## src/rtl/chblk_pkg.sv

```systemverilog
package chblk_pkg;

    // Transmit signaling source code driven on tx_sig_src
    typedef enum logic [1:0] {
        SRC_SERIAL = 2'b00,
        SRC_SIGPIN = 2'b01,
        SRC_REGS   = 2'b10
    } sig_src_e;

endpackage

```

## src/rtl/chblk_regfile.sv

```systemverilog
module chblk_regfile #(
    parameter int unsigned NUM_REGS = 4,
    parameter int unsigned REG_W    = 8,
    parameter int unsigned ADDR_W   = 8,
    parameter int unsigned RX_BASE  = 'h2B,
    parameter int unsigned TX_BASE  = 'h22
) (
    input  logic                      clk,
    input  logic                      rst_n,
    input  logic                      wr_en,
    input  logic [ADDR_W-1:0]         wr_addr,
    input  logic [REG_W-1:0]          wr_data,
    output logic [NUM_REGS*REG_W-1:0] rx_mask,
    output logic [NUM_REGS*REG_W-1:0] tx_mask
);

    typedef struct packed {
        logic [NUM_REGS-1:0][REG_W-1:0] rx;
        logic [NUM_REGS-1:0][REG_W-1:0] tx;
    } regs_t;

    regs_t st_d, st_q;

    always_comb begin
        st_d = st_q;
        for (int i = 0; i < NUM_REGS; i++) begin
            if (wr_en && wr_addr == ADDR_W'(RX_BASE + i)) st_d.rx[i] = wr_data;
            if (wr_en && wr_addr == ADDR_W'(TX_BASE + i)) st_d.tx[i] = wr_data;
        end
    end

    always_ff @(posedge clk) begin
        if (!rst_n) st_q <= '0;
        else        st_q <= st_d;
    end

    assign rx_mask = st_q.rx;
    assign tx_mask = st_q.tx;

    // Address decode checks
    logic in_rx, in_tx;
    assign in_rx = (wr_addr >= ADDR_W'(RX_BASE)) && (wr_addr < ADDR_W'(RX_BASE + NUM_REGS));
    assign in_tx = (wr_addr >= ADDR_W'(TX_BASE)) && (wr_addr < ADDR_W'(TX_BASE + NUM_REGS));

    a_r4_foreign_ignored: assert property (@(posedge clk) disable iff (!rst_n)
        (wr_en && !in_rx && !in_tx) |=> ($stable(rx_mask) && $stable(tx_mask)));

    a_r5_rx_write_keeps_tx: assert property (@(posedge clk) disable iff (!rst_n)
        (wr_en && in_rx) |=> $stable(tx_mask));

    a_r5_tx_write_keeps_rx: assert property (@(posedge clk) disable iff (!rst_n)
        (wr_en && in_tx) |=> $stable(rx_mask));

endmodule

```

## src/rtl/chblk_slot_tracker.sv

```systemverilog
module chblk_slot_tracker #(
    parameter int unsigned NUM_SLOTS     = 32,
    parameter int unsigned BITS_PER_SLOT = 8
) (
    input  logic                         clk,
    input  logic                         rst_n,
    input  logic                         bit_en,
    input  logic                         fsync,
    output logic                         load,
    output logic [$clog2(NUM_SLOTS)-1:0] next_slot
);

    localparam int unsigned SLOT_W = $clog2(NUM_SLOTS);
    localparam int unsigned BIT_W  = $clog2(BITS_PER_SLOT);
    localparam int unsigned POS_W  = SLOT_W + BIT_W;

    typedef struct packed {
        logic [POS_W-1:0] pos;
    } trk_t;

    trk_t             st_d, st_q;
    logic [POS_W-1:0] pos_nxt;

    always_comb begin
        st_d    = st_q;
        pos_nxt = fsync ? '0 : POS_W'(st_q.pos + 1'b1);
        if (bit_en) st_d.pos = pos_nxt;
        load      = bit_en && (pos_nxt[BIT_W-1:0] == '0);
        next_slot = pos_nxt[POS_W-1:BIT_W];
    end

    always_ff @(posedge clk) begin
        if (!rst_n) st_q <= '0;
        else        st_q <= st_d;
    end

    a_r2_fsync_zero: assert property (@(posedge clk) disable iff (!rst_n)
        (bit_en && fsync) |=> (st_q.pos == '0));

    a_r2_single_step: assert property (@(posedge clk) disable iff (!rst_n)
        (bit_en && !fsync) |=> (st_q.pos == POS_W'($past(st_q.pos) + 1'b1)));

    a_r10_hold_idle: assert property (@(posedge clk) disable iff (!rst_n)
        !bit_en |=> $stable(st_q.pos));

endmodule

```

## src/rtl/chblk_strobe_gen.sv

```systemverilog
module chblk_strobe_gen #(
    parameter int unsigned NUM_SLOTS     = 32,
    parameter int unsigned BITS_PER_SLOT = 8,
    parameter int unsigned REG_W         = 8,
    parameter int unsigned ADDR_W        = 8,
    parameter int unsigned RX_BASE       = 'h2B,
    parameter int unsigned TX_BASE       = 'h22
) (
    input  logic              clk,
    input  logic              rst_n,
    input  logic              host_wr_en,
    input  logic [ADDR_W-1:0] host_addr,
    input  logic [REG_W-1:0]  host_wdata,
    input  logic              alt_sig_mode,
    input  logic              sig_pin_sel,
    input  logic              rx_bit_en,
    input  logic              rx_fsync,
    input  logic              tx_bit_en,
    input  logic              tx_fsync,
    output logic              rx_blk,
    output logic              tx_blk,
    output logic [1:0]        tx_sig_src
);

    import chblk_pkg::*;

    localparam int unsigned NUM_REGS = NUM_SLOTS / REG_W;
    localparam int unsigned SLOT_W   = $clog2(NUM_SLOTS);
    localparam int unsigned HALF     = NUM_SLOTS / 2;
    localparam int unsigned SIDE_RX  = 0;
    localparam int unsigned SIDE_TX  = 1;

    logic [NUM_SLOTS-1:0] rx_mask, tx_mask;

    chblk_regfile #(
        .NUM_REGS (NUM_REGS),
        .REG_W    (REG_W),
        .ADDR_W   (ADDR_W),
        .RX_BASE  (RX_BASE),
        .TX_BASE  (TX_BASE)
    ) u_regs (
        .clk     (clk),
        .rst_n   (rst_n),
        .wr_en   (host_wr_en),
        .wr_addr (host_addr),
        .wr_data (host_wdata),
        .rx_mask (rx_mask),
        .tx_mask (tx_mask)
    );

    // One slot tracker per direction
    logic [1:0]        side_bit_en, side_fsync, side_load;
    logic [SLOT_W-1:0] side_slot [2];

    assign side_bit_en = {tx_bit_en, rx_bit_en};
    assign side_fsync  = {tx_fsync, rx_fsync};

    for (genvar g = 0; g < 2; g++) begin : g_side
        chblk_slot_tracker #(
            .NUM_SLOTS     (NUM_SLOTS),
            .BITS_PER_SLOT (BITS_PER_SLOT)
        ) u_trk (
            .clk       (clk),
            .rst_n     (rst_n),
            .bit_en    (side_bit_en[g]),
            .fsync     (side_fsync[g]),
            .load      (side_load[g]),
            .next_slot (side_slot[g])
        );
    end

    // Voice-channel view of the transmit mask: slots 0 and HALF carry no voice
    function automatic logic voice_pick(input logic [SLOT_W-1:0] ts,
                                        input logic [NUM_SLOTS-1:0] m);
        int unsigned t;
        t = int'(ts);
        if (t == 0 || t == HALF) return 1'b0;
        else if (t < HALF)       return m[t-1];
        else                     return m[t-2];
    endfunction

    typedef struct packed {
        logic     rx_blk;
        logic     tx_blk;
        sig_src_e src;
    } out_t;

    out_t o_d, o_q;

    always_comb begin
        o_d = o_q;
        if (side_load[SIDE_RX]) o_d.rx_blk = rx_mask[side_slot[SIDE_RX]];
        if (side_load[SIDE_TX]) begin
            if (alt_sig_mode) begin
                o_d.tx_blk = 1'b0;
                if (voice_pick(side_slot[SIDE_TX], tx_mask)) o_d.src = SRC_REGS;
                else if (sig_pin_sel)                        o_d.src = SRC_SIGPIN;
                else                                         o_d.src = SRC_SERIAL;
            end else begin
                o_d.tx_blk = tx_mask[side_slot[SIDE_TX]];
                o_d.src    = SRC_SERIAL;
            end
        end
    end

    always_ff @(posedge clk) begin
        if (!rst_n) o_q <= '{rx_blk: 1'b0, tx_blk: 1'b0, src: SRC_SERIAL};
        else        o_q <= o_d;
    end

    assign rx_blk     = o_q.rx_blk;
    assign tx_blk     = o_q.tx_blk;
    assign tx_sig_src = o_q.src;

    a_r9_rx_boundary_only: assert property (@(posedge clk) disable iff (!rst_n)
        !$stable(rx_blk) |-> $past(side_load[SIDE_RX]));

    a_r9_tx_boundary_only: assert property (@(posedge clk) disable iff (!rst_n)
        (!$stable(tx_blk) || !$stable(tx_sig_src)) |-> $past(side_load[SIDE_TX]));

    a_r6_normal_serial: assert property (@(posedge clk) disable iff (!rst_n)
        (side_load[SIDE_TX] && !alt_sig_mode) |=> (tx_sig_src == 2'b00));

    a_r7_alt_blk_low: assert property (@(posedge clk) disable iff (!rst_n)
        (side_load[SIDE_TX] && alt_sig_mode) |=> !tx_blk);

    a_r8_legal_code: assert property (@(posedge clk) disable iff (!rst_n)
        tx_sig_src != 2'b11);

endmodule

```

## config.mk

```make
export PLATFORM = sky130hd
export DESIGN_NAME = chblk_strobe_gen
export DESIGN_NICKNAME = d
export VERILOG_FILES = /design/src/rtl/chblk_pkg.sv /design/src/rtl/chblk_regfile.sv /design/src/rtl/chblk_slot_tracker.sv /design/src/rtl/chblk_strobe_gen.sv
export SDC_FILE = /design/constraint.sdc
export NUM_CORES = 1
export LEC_CHECK = 0
export BUFFER_PORTS_ARGS = -buffer_cell sky130_fd_sc_hd__buf_2
export CELL_PAD_IN_SITES_DETAIL_PLACEMENT = 0
export CELL_PAD_IN_SITES_GLOBAL_PLACEMENT = 1
export CORE_MARGIN = 2
export CORE_UTILIZATION = 52
export CTS_BUF_LIST = sky130_fd_sc_hd__clkbuf_16
export DETAILED_ROUTE_END_ITERATION = 7
export PLACE_DENSITY_LB_ADDON = 0.12
export SLEW_MARGIN = 20
export SYNTH_ARGS = -nofsm -noshare
export SYNTH_HDL_FRONTEND = slang
export SYNTH_SLANG_ARGS = --single-unit
```

## constraint.sdc

```tcl
create_clock -name clk -period 10.3 [get_ports clk]
set_clock_uncertainty 0.15 [all_clocks]
set_input_delay 3.09 -clock clk [delete_from_list [all_inputs] [get_ports clk]]
set_output_delay 3.09 -clock clk [all_outputs]
set_load 0.02 [all_outputs]
```

# Word-level counts from Yosys, hierarchy flattened
# Index checks and enable logic that the tools add are counted.
[classes]
n_mux = 17
add_sub_neg = 4
magnitude_cmp = 5
n_eq_ne = 9
n_reduce_logical = 14
[ops]
columns = ["op", "count"]
rows = [
  ["equality test 8 x 6 -> 1 bit (second input constant)", 8],
  ["< comparator 32 x 6 -> 1 bit (second input constant)", 2],
  ["binary-select mux 1 bit (select 5 bit)", 4],
  ["adder 8 x 1 -> 8 bit (second input constant)", 2],
  ["two-way mux 8 bit", 2],
  ["< comparator 5 x 6 -> 1 bit (second input constant)", 2],
  ["logical AND 1 bit", 10],
  ["two-way mux 1 bit", 9],
  ["zero test 3 bit", 2],
  ["subtractor 5 x 1 -> 6 bit (second input constant)", 1],
  ["subtractor 5 x 2 -> 6 bit (second input constant)", 1],
  ["equality test 5 bit (second input constant)", 1],
  ["zero test 5 bit", 1],
  ["< comparator 5 bit (second input constant)", 1],
  ["two-way mux 3 bit", 1],
  ["two-way mux 2 bit", 1],
  ["logical OR 1 bit", 1],
]
[word_totals]
wordCells = 62
output_inout_bits = 4
reg_bits = 84

# Longest topological paths before layout
[depth]
word_depth = 11
mapped_depth = 14
depth_no_buf = 12

# By module
# A second synthesis with hierarchy kept.
[hier_totals]
cells_unflattened = 498
hier_area_um2 = 4813.4
[by_module_without_submodules]
columns = ["mod", "area_each_um2", "n_inst", "seq_area_each_um2", "cells_per_inst"]
rows = [
  ["chblk_regfile", 2389.8, 1, 1281.2, 228],
  ["chblk_strobe_gen", 1260.0, 1, 80.1, 120],
  ["chblk_slot_tracker", 581.8, 2, 160.2, 75],
]

# Worst setup path before layout
# OpenSTA, ideal clock, no wires.
[synth_timing]
kind = "input to register"
start = "in tx_fsync"
end = "reg o_q, in the netlist tx_sig_src[1]"
t_required_ns = 10.033
t_arrival_ns = 5.516
setup_ns = 0.117
setup_slack_ns = 4.517
cell_stages = 10
path_cell_list = "clkbuf_1 nor2_1 buf_2 inv_1 ha_1 mux4_2 mux2_1 o31ai_1 nor4_2 a32o_1"
[synth_between]
elab_chain_cells = 10
word_cells_on_any_way = 19
cone_classes = "add/sub (2); order compare (1); eq/ne (1); mux (11); reduce/logical (4)"
[synth_rtl]
columns = ["element", "line", "text"]
rows = [
  ["from (decl)", "chblk_strobe_gen.sv:19", "input logic tx_fsync,"],
  ["two-way mux 8 bit (*)", "chblk_slot_tracker.sv:26", "pos_nxt = fsync ? '0 : POS_W'(st_q.pos + 1'b1);"],
  ["subtractor 5 x 2 -> 6 bit / subtractor 5 x 1 -> 6 bit (equally long branches)", "chblk_strobe_gen.sv:79, chblk_strobe_gen.sv:78", ""],
  ["binary-select mux 1 bit (select 5 bit) (on tied branches)", "chblk_strobe_gen.sv:79, chblk_strobe_gen.sv:78", ""],
  ["two-way mux 1 bit (on tied branches)", "chblk_strobe_gen.sv:79, chblk_strobe_gen.sv:78", ""],
  ["two-way mux 1 bit", "chblk_strobe_gen.sv:78", "else if (t < HALF) return m[t-1];"],
  ["two-way mux 1 bit", "chblk_strobe_gen.sv:77", "if (t == 0 || t == HALF) return 1'b0;"],
  ["two-way mux 1 bit", "chblk_strobe_gen.sv:94", "if (alt_sig_mode) begin"],
  ["two-way mux 1 bit", "chblk_strobe_gen.sv:93", "if (side_load[SIDE_TX]) begin"],
  ["two-way mux 2 bit", "chblk_strobe_gen.sv:96", "if (voice_pick(side_slot[SIDE_TX], tx_mask)) o_d.src = SRC_REGS;"],
  ["two-way mux 3 bit", "chblk_strobe_gen.sv:94", ""],
  ["to (signal assigned)", "chblk_strobe_gen.sv:107", "if (!rst_n) o_q <= '{rx_blk: 1'b0, tx_blk: 1'b0, src: SRC_SERIAL};"],
  ["to (decl)", "chblk_strobe_gen.sv:88", "out_t o_d, o_q;"],
]
# Every way passes the cells marked *; elsewhere a longest branch is shown, timed or not. The select of a mux whose other input is x is not followed.
# A chain may end at the register's enable or synchronous reset.

# Worst setup path after layout
# Same ends and word-level chain as after synthesis.

==> results.py <==
metrics = {
    "status": {
        "run_status": "completed",
    },
    "timing": {
        "worst_slew_pin_slew_ps": 1050,
        "final_max_slew_viol_count": 0,
        "final.min_clock_period_ps": 6160,
        "final_min_period_over_clock_period": 0.598,
        "fin_setup_tns_ps": 0,
        "rsz_0062_raised_after_global_routing": "false",
        "setup_violations": 0,
        "hold_violations": 0,
        "fmax_mhz": 162,
        "timing.slew.headroom": 0.284,
    },
    "power": {
        "cell_internal_power_dissipation_w": 0.000600,
        "pwr_density_cell_nw_per_um2": 146,
        "part_of_the_total_power_dissipated_in_combinational_logic": 0.042,
        "largest_voltage_drop_on_the_vdd_net_v": 0.0000788,
        "part_of_the_power_in_registers": 0.437,
        "p_switching_w": 0.000150,
        "clockPowerShare": 0.521,
        "design_power_total_w": 0.000750,
        "p_leak_nw": 2.10,
        "switching_share_of_power": 0.200,
    },
    "worst_setup_path": {
        "kind_of_launch_point_of_the_worst_setup_path": "input port",
        "worstSetupPathType": "input port to flip-flop",
        "critPathTopFamily": "multiplexers",
        "timing.reg2reg.setup_slack_ps": 6100,
        "worst-path-buf-inv": 2,
        "timing.critical_path.to_type": "flip-flop",
        "critical-path-max-stage-delay_ps": 710,
        "critical_path.cell_chain": "buf_2 -> nor2_1 -> inv_1 -> ha_1 -> mux4_2 -> mux2_1 -> o31ai_1 -> nor4_2 -> a32o_1",
        "crit_slowest_cell": "nor2_1",
        "startpoint": "tx_fsync",
        "worst_endpoint_required_time_ps": 10370,
        "path_max_fanout": 14,
        "arrival_ps": 6230,
        "rr_startpoint": "g_side[1].u_trk.st_q[0]",
    },
    "routing": {
        "avgRoutedWirePerCell_um": 16.6,
        "final_antenna_net_count": 0,
        "first_pass_iters": 4,
        "drt_wl_total_um": 9610,
        "dr.first_iter.drc_count": 143,
        "route.detailed.drc": 0,
        "detail_route.vias_per_cell": 5.55,
        "via_count": 3216,
    },
    "placed_design": {
        "dp.final_hpwl_um": 6700,
        "place_congestion": 0.823,
        "port-buffer-count": 28,
        "placedCellCount": 564,
    },
    "synthesis": {
        "average_cell_area_after_synthesis_um2": 10.0,
        "async_flop_share": 0,
        "yosysWarningCount": 0,
        "syn_area_um2": 4610,
        "synth_enable_flop_cells": 0,
        "postSynthCellCount": 460,
        "synthesis.nets": 490,
        "synth_ff_type": "dfxtp_1",
        "postSynthRegisterBits": 84,
        "synth.distinct_cells": 56,
        "seq_area_frac_synth": 0.365,
    },
    "grt": {
        "grt_use_total": 0.204,
        "grt_antenna_before_repair": 0,
        "grt.overflow.total": 0,
        "grt_first_pass_wirelength_um": 15700,
        "first_global_vias": 3017,
        "grt_start_max_net_pins": 48,
    },
    "clock_network": {
        "holdBufCountCts": 0,
        "quantity_of_gates_resized_following_cts": 0,
        "cts_post_setup_buffers_inserted": 0,
        "worst_setup_hold_path_clk_slew_ps": 50,
        "cts.root.buffer_cell": "clkbuf_16",
        "number_of_buffers_added_by_the_clock_tree_synthesis_step": 9,
        "htree_levels": 3,
        "cts_max_path_buffers": 2,
        "clock-sinks": 84,
        "clkLatencyLatePin_ps": 330,
        "tritoncts": "yes",
    },
    "min_path": {
        "hold_start": "tx_blk",
        "worstHoldPathType": "flip-flop to flip-flop",
    },
    "flow_run": {
        "total_of_max_cap_violations": 0,
    },
    "die": {
        "floorplan.die_area_um2": 9630,
        "core-area_um2": 8640,
        "die_w_um": 98.1,
        "row_count": 34,
        "pin_count": 29,
        "die_y_um": 98.1,
        "initial_core_util": 0.533,
    },
    "layout": {
        "layoutNonFillerInstCount": 579,
        "drive_gt1_frac": 0.153,
        "antenna_cells": 0,
        "mostFrequentLayoutCells": "105 x mux2i_1, 84 x dfxtp_1, 78 x nor2b_1",
        "area_delta_synth_final_pct": 11.7,
        "most_common_library_cell_in_the_layout_ignoring_fill_and_taps": "mux2i_1",
        "nNetsFinal": 497,
    },
}
==> cell families (layout without fill, tap and decap cells) <==
logic type | count (synthesis) | count (layout) | share of synthesized area
AO/OA/AOI/OAI | 37 | 37 | 0.0511
XOR/XNOR | 10 | 10 | 0.0190
adder cells (fa/ha/maj) | 5 | 5 | 0.0136
buffers and inverters | 42 | 53 | 0.0375
flip-flops | 84 | 84 | 0.365
multiplexers | 123 | 123 | 0.306
AND/OR/NAND/NOR | 159 | 159 | 0.207
==> layer usage <==
metal  share of wire  vias up  GRT usage  routed length (um)
met2            0.44       61      0.305                4270
met5               0        -          0                   0
met1            0.50     1510      0.301                4830
li1                -     1627          -                   -
met3           0.037       18     0.0301                 351
met4           0.016        0     0.0748                 156
==> final timing paths <==
kind,endpoint,cells after the start
max,tx_sig_src[1],9
min,tx_blk,2
max reg2reg,tx_sig_src[1],11
min reg2reg,tx_blk,2
==> layout make-up <==
class	instances	area [um^2]
flip-flops and latches	84	1680
clock buffers	9	225
well taps	108	135
repair buffers	29	160
fillers	778	3490
clock inverters	6	138
inverters	9	33.8
multi-input cells	334	2770
==> through the flow <==
stage,hold WS [ps],worst slack (ps),area (um^2),util
floorplan,331,4520,4610,-
global route,338,3870,5150,0.596
detailed placement,304,3810,4770,0.553
finish,311,4140,5150,0.596
CTS,312,4150,5140,0.595
global placement,293,3850,4750,0.551
==> flip-flops by register name (all words and copies together) (netlist names) <==
name               cells
u_regs.rx_mask        32
u_regs.tx_mask        32
g_side.u_trk.st_q     16
tx_sig_src             2
rx_blk                 1
tx_blk                 1
==> cells in the mapped netlist (2+ instances only) <==
master	number	area, um^2
mux2i_1	105	1050
dfxtp_1	84	1680
nor2b_1	78	488
nor2_1	21	78.8
clkbuf_1	19	71.3
mux4_2	13	293
nand2_1	11	41.3
o21ai_0	10	50.1
buf_1	9	33.8
inv_1	8	30.0
nand3_1	8	40.0
and3_1	7	43.8
a21oi_1	6	30.0
xor2_1	6	52.6
ha_1	5	62.6
and2_1	4	25.0
o21ai_1	4	20.0
xnor2_1	4	35.0
buf_2	3	15.0
mux2_2	3	33.8
nor3b_1	3	22.5
o21a_1	3	22.5
or3_1	3	18.8
a311oi_1	2	17.5
and4b_1	2	20.0
nand2b_1	2	12.5
nand3b_1	2	15.0
nor3_1	2	10.0
nor4_1	2	12.5
nor4b_1	2	17.5
nor4bb_1	2	20.0
o211ai_1	2	15.0
o22ai_1	2	12.5
==> power by group through the flow <==
stage / combinational [W] / sequential [W] / clock (W)
after floorplan: 0.0000195 / 0.000335 / 0
after CTS: 0.0000320 / 0.000327 / 0.000396
final: 0.0000318 / 0.000327 / 0.000391
after global placement: 0.0000310 / 0.000335 / 0
after global routing: 0.0000349 / 0.000328 / 0.000409
after detailed placement: 0.0000319 / 0.000335 / 0
==> tightest hold or removal path, cell delays in order, from the launching register on <==
cell,delay (ps)
dfxtp_1,300
nand2_1,50
a21boi_1,50
Power figures use the tool's default switching activity.
